### src/rtl/dht_pkg.sv
`timescale 1ns/1ps
package dht_pkg;
  typedef enum logic [1:0] {
    ST_IDLE = 2'd0,
    ST_RESP = 2'd1,
    ST_CMP  = 2'd2
  } dht_state_e;
endpackage

### src/rtl/dht_fold.sv
`timescale 1ns/1ps
// Folds a line into a content code, then folds the code into a table index.
module dht_fold #(
  parameter int BLK_W  = 256,
  parameter int CODE_W = 32,
  parameter int IDX_W  = 4
) (
  input  logic [BLK_W-1:0]  blk,
  output logic [CODE_W-1:0] code,
  output logic [IDX_W-1:0]  idx
);
  localparam int NWORD = BLK_W / CODE_W;
  localparam int HALF  = CODE_W / 2;

  logic [HALF-1:0] half_x;

  always_comb begin
    code = '0;
    for (int w = 0; w < NWORD; w++) begin
      code = code ^ blk[w*CODE_W +: CODE_W];
    end
  end

  assign half_x = code[CODE_W-1:HALF] ^ code[HALF-1:0];

  always_comb begin
    idx = '0;
    for (int b = 0; b < HALF; b++) begin
      idx[b % IDX_W] = idx[b % IDX_W] ^ half_x[b];
    end
  end
endmodule

### src/rtl/dht_store.sv
`timescale 1ns/1ps
// Register-array table: one read port, one write port, one eviction port.
module dht_store #(
  parameter int IDX_W  = 4,
  parameter int CODE_W = 32,
  parameter int SET_W  = 8,
  parameter int WAY_W  = 1
) (
  input  logic              clk,
  input  logic              rst_n,
  input  logic [IDX_W-1:0]  rd_idx,
  output logic              rd_vld,
  output logic [CODE_W-1:0] rd_code,
  output logic [SET_W-1:0]  rd_set,
  output logic [WAY_W-1:0]  rd_way,
  input  logic              wr_en,
  input  logic [IDX_W-1:0]  wr_idx,
  input  logic [CODE_W-1:0] wr_code,
  input  logic [SET_W-1:0]  wr_set,
  input  logic [WAY_W-1:0]  wr_way,
  input  logic              ev_en,
  input  logic [IDX_W-1:0]  ev_idx,
  input  logic [SET_W-1:0]  ev_set,
  input  logic [WAY_W-1:0]  ev_way
);
  localparam int ENTRIES = 1 << IDX_W;

  logic [ENTRIES-1:0] vld_q;
  logic [CODE_W-1:0]  code_q [ENTRIES];
  logic [SET_W-1:0]   set_q  [ENTRIES];
  logic [WAY_W-1:0]   way_q  [ENTRIES];

  for (genvar e = 0; e < ENTRIES; e++) begin : g_ent
    logic wr_here;
    logic ev_here;
    assign wr_here = wr_en && (wr_idx == IDX_W'(e));
    assign ev_here = ev_en && (ev_idx == IDX_W'(e)) &&
                     (set_q[e] == ev_set) && (way_q[e] == ev_way);

    always_ff @(posedge clk or negedge rst_n) begin
      if (!rst_n) begin
        vld_q[e]  <= 1'b0;
        code_q[e] <= '0;
        set_q[e]  <= '0;
        way_q[e]  <= '0;
      end else if (wr_here) begin
        vld_q[e]  <= 1'b1;
        code_q[e] <= wr_code;
        set_q[e]  <= wr_set;
        way_q[e]  <= wr_way;
      end else if (ev_here) begin
        vld_q[e]  <= 1'b0;
      end
    end
  end

  assign rd_vld  = vld_q[rd_idx];
  assign rd_code = code_q[rd_idx];
  assign rd_set  = set_q[rd_idx];
  assign rd_way  = way_q[rd_idx];
endmodule

### src/rtl/dupe_hash_table.sv
`timescale 1ns/1ps
module dupe_hash_table #(
  parameter int BLK_W  = 256,
  parameter int CODE_W = 32,
  parameter int IDX_W  = 4,
  parameter int SET_W  = 8,
  parameter int WAY_W  = 1
) (
  input  logic              clk,
  input  logic              rst_n,
  input  logic              fill_valid,
  output logic              fill_ready,
  input  logic [BLK_W-1:0]  fill_data,
  input  logic [SET_W-1:0]  fill_set,
  input  logic [WAY_W-1:0]  fill_way,
  output logic              res_valid,
  input  logic              res_ready,
  output logic              res_hit,
  output logic [SET_W-1:0]  res_set,
  output logic [WAY_W-1:0]  res_way,
  output logic [IDX_W-1:0]  res_idx,
  input  logic              cmp_valid,
  output logic              cmp_ready,
  input  logic              cmp_match,
  input  logic              ev_valid,
  input  logic [SET_W-1:0]  ev_set,
  input  logic [WAY_W-1:0]  ev_way,
  input  logic [IDX_W-1:0]  ev_idx
);
  import dht_pkg::*;

  dht_state_e state_q;

  logic [CODE_W-1:0] cur_code;
  logic [IDX_W-1:0]  cur_idx;
  logic              rd_vld;
  logic [CODE_W-1:0] rd_code;
  logic [SET_W-1:0]  rd_set;
  logic [WAY_W-1:0]  rd_way;

  logic              hit_q;
  logic [SET_W-1:0]  rset_q;
  logic [WAY_W-1:0]  rway_q;
  logic [IDX_W-1:0]  pidx_q;
  logic [CODE_W-1:0] pcode_q;
  logic [SET_W-1:0]  pset_q;
  logic [WAY_W-1:0]  pway_q;

  logic              accept;
  logic              look_hit;
  logic              alloc;
  logic              retarget;
  logic              wr_en;
  logic [IDX_W-1:0]  wr_idx;
  logic [CODE_W-1:0] wr_code;
  logic [SET_W-1:0]  wr_set;
  logic [WAY_W-1:0]  wr_way;

  dht_fold #(.BLK_W(BLK_W), .CODE_W(CODE_W), .IDX_W(IDX_W)) u_fold (
    .blk (fill_data),
    .code(cur_code),
    .idx (cur_idx)
  );

  dht_store #(.IDX_W(IDX_W), .CODE_W(CODE_W), .SET_W(SET_W), .WAY_W(WAY_W)) u_store (
    .clk    (clk),
    .rst_n  (rst_n),
    .rd_idx (cur_idx),
    .rd_vld (rd_vld),
    .rd_code(rd_code),
    .rd_set (rd_set),
    .rd_way (rd_way),
    .wr_en  (wr_en),
    .wr_idx (wr_idx),
    .wr_code(wr_code),
    .wr_set (wr_set),
    .wr_way (wr_way),
    .ev_en  (ev_valid),
    .ev_idx (ev_idx),
    .ev_set (ev_set),
    .ev_way (ev_way)
  );

  assign fill_ready = (state_q == ST_IDLE);
  assign res_valid  = (state_q == ST_RESP);
  assign cmp_ready  = (state_q == ST_CMP);

  assign accept   = fill_valid && fill_ready;
  assign look_hit = rd_vld && (rd_code == cur_code);
  assign alloc    = accept && !look_hit;
  assign retarget = cmp_ready && cmp_valid && !cmp_match;

  always_comb begin
    wr_en   = alloc || retarget;
    wr_idx  = cur_idx;
    wr_code = cur_code;
    wr_set  = fill_set;
    wr_way  = fill_way;
    if (retarget) begin
      wr_idx  = pidx_q;
      wr_code = pcode_q;
      wr_set  = pset_q;
      wr_way  = pway_q;
    end
  end

  always_ff @(posedge clk or negedge rst_n) begin
    if (!rst_n) begin
      state_q <= ST_IDLE;
      hit_q   <= 1'b0;
      rset_q  <= '0;
      rway_q  <= '0;
      pidx_q  <= '0;
      pcode_q <= '0;
      pset_q  <= '0;
      pway_q  <= '0;
    end else begin
      unique case (state_q)
        ST_IDLE: if (accept) begin
          state_q <= ST_RESP;
          hit_q   <= look_hit;
          rset_q  <= look_hit ? rd_set : fill_set;
          rway_q  <= look_hit ? rd_way : fill_way;
          pidx_q  <= cur_idx;
          pcode_q <= cur_code;
          pset_q  <= fill_set;
          pway_q  <= fill_way;
        end
        ST_RESP: if (res_ready) begin
          state_q <= hit_q ? ST_CMP : ST_IDLE;
        end
        ST_CMP: if (cmp_valid) begin
          state_q <= ST_IDLE;
        end
        default: state_q <= ST_IDLE;
      endcase
    end
  end

  assign res_hit = hit_q;
  assign res_set = rset_q;
  assign res_way = rway_q;
  assign res_idx = pidx_q;
endmodule

### config.mk
export PLATFORM = sky130hd
export DESIGN_NAME = dupe_hash_table
export DESIGN_NICKNAME = d
export VERILOG_FILES = /design/src/rtl/dht_pkg.sv /design/src/rtl/dht_fold.sv /design/src/rtl/dht_store.sv /design/src/rtl/dupe_hash_table.sv
export SDC_FILE = /design/constraint.sdc
export NUM_CORES = 1
export LEC_CHECK = 0
export BUFFER_PORTS_ARGS = -buffer_cell sky130_fd_sc_hd__clkbuf_2
export CELL_PAD_IN_SITES_DETAIL_PLACEMENT = 1
export CELL_PAD_IN_SITES_GLOBAL_PLACEMENT = 1
export CORE_MARGIN = 5
export CORE_UTILIZATION = 45
export CTS_BUF_LIST = sky130_fd_sc_hd__clkbuf_8 sky130_fd_sc_hd__clkbuf_16
export DETAILED_ROUTE_END_ITERATION = 8
export PLACE_DENSITY = 0.84
export SLEW_MARGIN = 20
export SYNTH_ARGS = -nofsm -noshare
export SYNTH_HDL_FRONTEND = slang
export SYNTH_HIERARCHICAL = 1
export SYNTH_SLANG_ARGS = --single-unit
### constraint.sdc
create_clock -name clk -period 4.06 [get_ports clk]
set_input_delay 1.015 -clock clk [delete_from_list [all_inputs] [get_ports clk]]
set_output_delay 1.015 -clock clk [all_outputs]
set_load 0.02 [all_outputs]
# Word level (Yosys, flattened, before mapping)
# Cells that the tools add are included.
[word_totals]
elab_cells = 310
inputBits = 285
output_inout_bits = 17
regBits = 729
[op_classes]
mux = 54
order_cmp = 2
n_bitwise = 21
reduce_logical = 93
eq_ne = 68
[op_table]
columns = ["cell", "count"]
rows = [
  ["bitwise XOR 32 bit", 7],
  ["binary-select mux 32 bit (select 4 bit)", 1],
  ["== test 8 bit", 16],
  ["2-to-1 mux 32 bit", 3],
  ["logical AND 1 bit", 69],
  ["== test 4 bit (second input constant)", 16],
  ["2-to-1 mux 1 bit", 37],
  ["binary-select mux 8 bit (select 4 bit)", 1],
  ["== test 32 bit", 1],
  ["== test 4 x 3 -> 1 bit (second input constant)", 8],
  ["2-to-1 mux 8 bit", 4],
  ["nonzero test 2 bit", 16],
  ["== test 1 bit", 16],
  ["== test 4 x 2 -> 1 bit (second input constant)", 4],
  ["bitwise XOR 16 bit", 1],
  ["bitwise XOR 1 bit", 12],
  ["binary-select mux 1 bit (select 4 bit)", 2],
  ["== test 4 x 1 -> 1 bit (second input constant)", 2],
  ["zero test 4 bit", 2],
  ["2-to-1 mux 2 bit", 4],
  ["case mux 2 bit (3 select lines)", 1],
  ["greater-or-equal comparator 5 bit (second input constant)", 1],
  ["< comparator 4 x 5 -> 1 bit (second input constant)", 1],
  ["inverter 4 -> 5 bit", 1],
  ["other kinds (10)", 12],
]

# Longest topological paths before layout
[depth]
word_depth = 22
ltp_mapped = 23
mapped_depth_nobuf = 18

# Hierarchy
# Netlist, hierarchy kept.
[by_module_without_submodules]
columns = ["mod", "cells_per_inst", "seq_area_each_um2", "area_each_um2", "instances"]
rows = [
  ["dht_store", 2070, 16816.1, 31919.4, 1],
  ["dupe_hash_table", 352, 1426.4, 3264.4, 1],
  ["dht_fold", 252, 0.0, 2267.2, 1],
]

# Worst setup path after synthesis
# No wires, ideal clock.
[synth_path]
path_type = "input to register"
from = "in fill_data[208]"
to = "reg u_store/code_q[416] in the netlist's numbering"
t_required_ns = 3.935
setup_ns = 0.125
t_arrival_ns = 5.604
path_stages = 22
slack_ns = -1.669
path_buffers = 5
cell_sequence = "xor2_1 xnor2_1 xnor2_1 xnor2_1 xnor2_2 xnor2_1 buf_2 buf_6 buf_2 mux4_2 a22oi_1 nand2_1 xor2_1 nor4_2 nand4_2 nor3_2 o21bai_1 nor3b_2 nand2b_1 clkbuf_1 buf_2 mux2_2"
[synth_between]
elab_chain_len = 16
word_cells_on_any_way = 20
classes_between = "eq/ne: 2; mux: 6; bitwise: 7; reduce/logical: 5"
[synth_lines]
columns = ["item", "line", "source"]
rows = [
  ["from (decl)", "dupe_hash_table.sv:13", "input logic [BLK_W-1:0] fill_data,"],
  ["bitwise XOR 32 bit (2 in a row)", "dht_fold.sv:20", "code = code ^ blk[w*CODE_W +: CODE_W];"],
  ["named net cur_code[16]", "dupe_hash_table.sv:34", "logic [CODE_W-1:0] cur_code;"],
  ["bitwise XOR 16 bit", "dht_fold.sv:24", "assign half_x = code[CODE_W-1:HALF] ^ code[HALF-1:0];"],
  ["bitwise XOR 1 bit (3 in a row)", "dht_fold.sv:29", "idx[b % IDX_W] = idx[b % IDX_W] ^ half_x[b];"],
  ["named net cur_idx[0]", "dupe_hash_table.sv:35", "logic [IDX_W-1:0] cur_idx;"],
  ["inverter 4 -> 5 bit (implied by the code)", "dht_store.sv:58", "assign rd_code = code_q[rd_idx];"],
  ["binary-select mux 32 bit (select 4 bit)", "dht_store.sv:58", ""],
  ["2-to-1 mux 32 bit (implied by the code) (2 in a row)", "dht_store.sv:58", ""],
  ["named net rd_code[27]", "dupe_hash_table.sv:37", "logic [CODE_W-1:0] rd_code;"],
  ["== test 32 bit", "dupe_hash_table.sv:89", "assign look_hit = rd_vld && (rd_code == cur_code);"],
  ["logical AND 1 bit", "dupe_hash_table.sv:89", ""],
  ["zero test 1 bit", "dupe_hash_table.sv:90", "assign alloc = accept && !look_hit;"],
  ["logical AND 1 bit", "dupe_hash_table.sv:90", ""],
  ["logical OR 1 bit", "dupe_hash_table.sv:94", "wr_en = alloc || retarget;"],
  ["named net wr_en", "dupe_hash_table.sv:53", "logic wr_en;"],
  ["logical AND 1 bit", "dht_store.sv:36", "assign wr_here = wr_en && (wr_idx == IDX_W'(e));"],
  ["to (signal, indexed assignment)", "dht_store.sv:48", "code_q[e] <= wr_code;"],
  ["to (decl)", "dht_store.sv:29", "logic [CODE_W-1:0] code_q [ENTRIES];"],
]
# The timed path passes the listed nets, and every way through them passes these cells. The select of a mux whose other input is x is not followed.
# A chain may end at the register's enable or synchronous reset.

# Worst setup path after layout
[layout_path]
from = "in fill_data[95]"
to = "reg u_store/code_q[341] in the netlist's numbering"
[layout_between]
elab_chain_len = 18
word_cells_on_any_way = 22
classes_between = "eq/ne: 2; mux: 6; bitwise: 9; reduce/logical: 5"
[layout_lines]
columns = ["item", "line"]
rows = [
  ["bitwise XOR 32 bit (6 in a row)", "dht_fold.sv:20"],
  ["named net cur_code[31]", "dupe_hash_table.sv:34"],
  ["bitwise XOR 16 bit", "dht_fold.sv:24"],
  ["bitwise XOR 1 bit", "dht_fold.sv:29"],
  ["named net cur_idx[3]", "dupe_hash_table.sv:35"],
  ["inverter 4 -> 5 bit (implied by the code)", "dht_store.sv:58"],
  ["binary-select mux 32 bit (select 4 bit)", "dht_store.sv:58"],
  ["2-to-1 mux 32 bit (implied by the code) (2 in a row)", "dht_store.sv:58"],
  ["named net rd_code[0]", "dupe_hash_table.sv:37"],
  ["== test 32 bit", "dupe_hash_table.sv:89"],
  ["logical AND 1 bit", "dupe_hash_table.sv:89"],
  ["zero test 1 bit", "dupe_hash_table.sv:90"],
  ["logical AND 1 bit", "dupe_hash_table.sv:90"],
  ["logical OR 1 bit", "dupe_hash_table.sv:94"],
  ["named net wr_en", "dupe_hash_table.sv:53"],
  ["logical AND 1 bit", "dht_store.sv:36"],
]
# The timed path passes the listed nets, and every way through them passes these cells. The select of a mux whose other input is x is not followed.

==> reports/metrics.csv <==
stage,metric,value,unit
status,status,finished with violations,
status,violations,setup timing,
floorplan,die_y,298,um
cts,clk_pin_slew,0.07,ns
cts,cts_root_buf,clkbuf_16,
yosys,ys_seq_area_share,48.7,%
timing,setup_ws,-2.26,ns
yosys,synth.distinct_cells,42,
timing,min_period,6.32,ns
yosys,syn-cell-area,37500,um^2
critical_path,worst-path-buf-inv,7,
cells_and_area,num-nets-final,3475,
cts,clkLatencyLatePin,0.68,ns
yosys,synth_fp_nets,2959,
critical_path,cpLargestDelayFamily,XOR/XNOR gates,
detailed_routing,wl_per_cell,39.7,um
cts,htreeDepth,3,
critical_path,worstSetupStartpointType,input port,
timing,finalHoldViolations,0,
floorplan,ios,302,
detailed_routing,vias,29700,
floorplan,dieArea,89100,um^2
placement,place.gp.congestion,0.882,
yosys,synth_common_cells,"dfrtp_1, mux2_2, xnor2_1, nand2_1, mux4_2",
yosys,synth_top_area_share,48.7,%
critical_path,end_kind,flop,
yosys,ys_ff_latch,729,
critical_path,crit_type,in -> reg,
timing,min_period_over_period,156,%
cells_and_area,area.growth.synth_to_final,28.8,%
global_route,track_usage,33.5,%
detailed_routing,ant_nets,0,
yosys,synthCells,2674,
timing,slew_headroom,34.1,%
cts,clock_path_buffers,3,
critical_path,path_max_fanout,17,
job,cap_violations,0,
detailed_routing,drtPass1Iterations,8,
placement,dp_hpwl,88300,um
yosys,yosysMostFrequentCell,dfrtp_1,
yosys,synth-edff-count,0,
critical_path,cp_slowest_cell,xnor2_1,
critical_path,critPathMaxStageDelay,0.57,ns
floorplan,initial_utilization,45.5,%
critical_path,cp.required,4.58,ns
global_route,first_global_vias,31900,
timing,worst_pin_slew,0.986,ns
global_route,overflow,0,
yosys,synth_area_leader_cell,dfrtp_1,
global_route,antenna_found_initial,6,
timing,fmax,158,MHz
cts,cts.sinks,729,
yosys,yosys_warnings,6,
critical_path,worst_ep_arrival_time,6.84,ns
cts,cts_buffers,79,
worst_hold_path,hp-class,in -> async,
timing,setup_viol,682,
critical_path,cp_common_cell,xnor2_1,
global_route,grt_max_degree,117,
yosys,synth_ff_type,dfrtp_1,
timing,hold_slack,0.380,ns
timing,finalMaxSlewViolations,0,
floorplan,fp-row-count,105,
detailed_routing,drt_iter0_drc,3809,
detailed_routing,drt-vias-per-instance,6.88,
timing,rsz0062_at_grt,true,
yosys,synthTopCellsByArea,"dfrtp_1, mux2_2, mux4_2",
timing,final.setup_skew,0.0459,ns
placement,numPortBuffers,301,
global_route,grt_pass1_wl,223000,um
cts,cts_tree,built,
detailed_routing,drc,0,
floorplan,core_area,82400,um^2
cells_and_area,drive_gt1_share,56.1,%
yosys,syn_area_per_cell,14.0,um^2
critical_path,path_cells,clkbuf_2 > xnor2_1 > xnor2_1 > xnor2_1 > buf_4 > xnor2_1 > xnor2_2 > xnor2_1 > buf_4 > nor2b_4 > buf_12 > buf_4 > a22oi_1 > nand2_1 > xor2_1 > nor4_4 > nand3_2 > nor3_4 > o21bai_4 > nand3b_1 > buf_4 > nor2_4 > buf_12 > mux2_2,
detailed_routing,totalWireLength,171000,um
floorplan,dieWidth,298,um
yosys,async_flop_share,100,%
layout by cell type, fill, tap and decap left out, types with 36 or more instances in the layout:
master / Yosys / layout
xnor2_2: 8 / 52
mux2_4: 78 / 244
a22oi_2: 0 / 44
buf_12: 0 / 102
buf_4: 9 / 190
a22oi_1: 84 / 40
clkbuf_2: 0 / 293
nand4_1: 36 / 36
xor2_1: 73 / 49
nand2_1: 186 / 168
mux2_2: 573 / 457
dfrtp_1: 729 / 729
clkbuf_16: 0 / 89
mux4_2: 168 / 168
xnor2_1: 347 / 293
what timing repair did:
action | CTS | global route
resized for setup | 74 | 159
endpoints found under the setup margin | 682 | 682
hold buffers | 0 | 0
setup buffers | 46 | 42
pin swaps | 26 | 87
cloned | 6 | 8
sequential cells by signal, indices dropped and copies added, names as in the netlist:
register        cells
state_q             2
u_store/vld_q      16
res_idx             4
pcode_q            32
pway_q              1
res_set             8
u_store/set_q     128
res_hit             1
pset_q              8
u_store/way_q      16
u_store/code_q    512
res_way             1
metal layers:
layer  global-route usage [%]  share of wire (%)  vias to the layer above
met5                        0              0.027                        -
met2                     56.9                 47                     2647
li1                         -                  -                    10600
met1                     37.9                 33                    15300
met3                     7.18                 10                     1109
met4                     22.9                 10                        4
through the flow:
stage | worst slack [ns] | util (%) | cells | cell area (um^2) | TNS, ns
detailed placement | -2.79 | 52.6 | 4090 | 43300 | -1741.36
floorplan | -1.28 | - | 2674 | 38800 | -763.14
CTS | -1.57 | 57.0 | 4276 | 47000 | -990.92
global placement | -2.56 | 52.6 | 4090 | 43300 | -1613.85
finish | -2.26 | 58.6 | 4321 | 48200 | -1369.95
global route | -2.09 | 58.6 | 4320 | 48200 | -1304.93
final timing paths:
path                                   start  cells past startpoint  slack [ns]                  end
setup / recovery               fill_data[95]                     24       -2.26  u_store/code_q[341]
hold / removal                         rst_n                      1        0.38    u_store/set_q[13]
setup reg to reg           u_store/code_q[0]                     13       -0.04  u_store/code_q[341]
hold reg to reg                  pcode_q[10]                      2        0.50          pcode_q[10]
max in group asynchronous              rst_n                      3        2.31    u_store/code_q[8]
min in group clk                 pcode_q[10]                      2        0.50          pcode_q[10]
cell type report:
class	instances	area [um^2]
antenna	5	12.5
tap	1070	1340
clock inverter	44	448
fill	7627	34100
timing repair buffer	641	5830
clock buffer	93	2190
sequential	729	18200
inverter	2	7.51
multi-input combinational	1737	20200
cell families after synthesis:
family / Yosys count / share of synthesized area [%]
buffers and inverters: 208 / 2.72
AO/OA/AOI/OAI: 130 / 2.53
XOR/XNOR: 428 / 10.2
AND/OR/NAND/NOR: 309 / 3.88
flip-flops: 729 / 48.7
multiplexers: 870 / 32.0
Power is left out: the tool's default activity adds up to more than one toggle a clock period on the data nets, which glitch-free logic cannot reach.
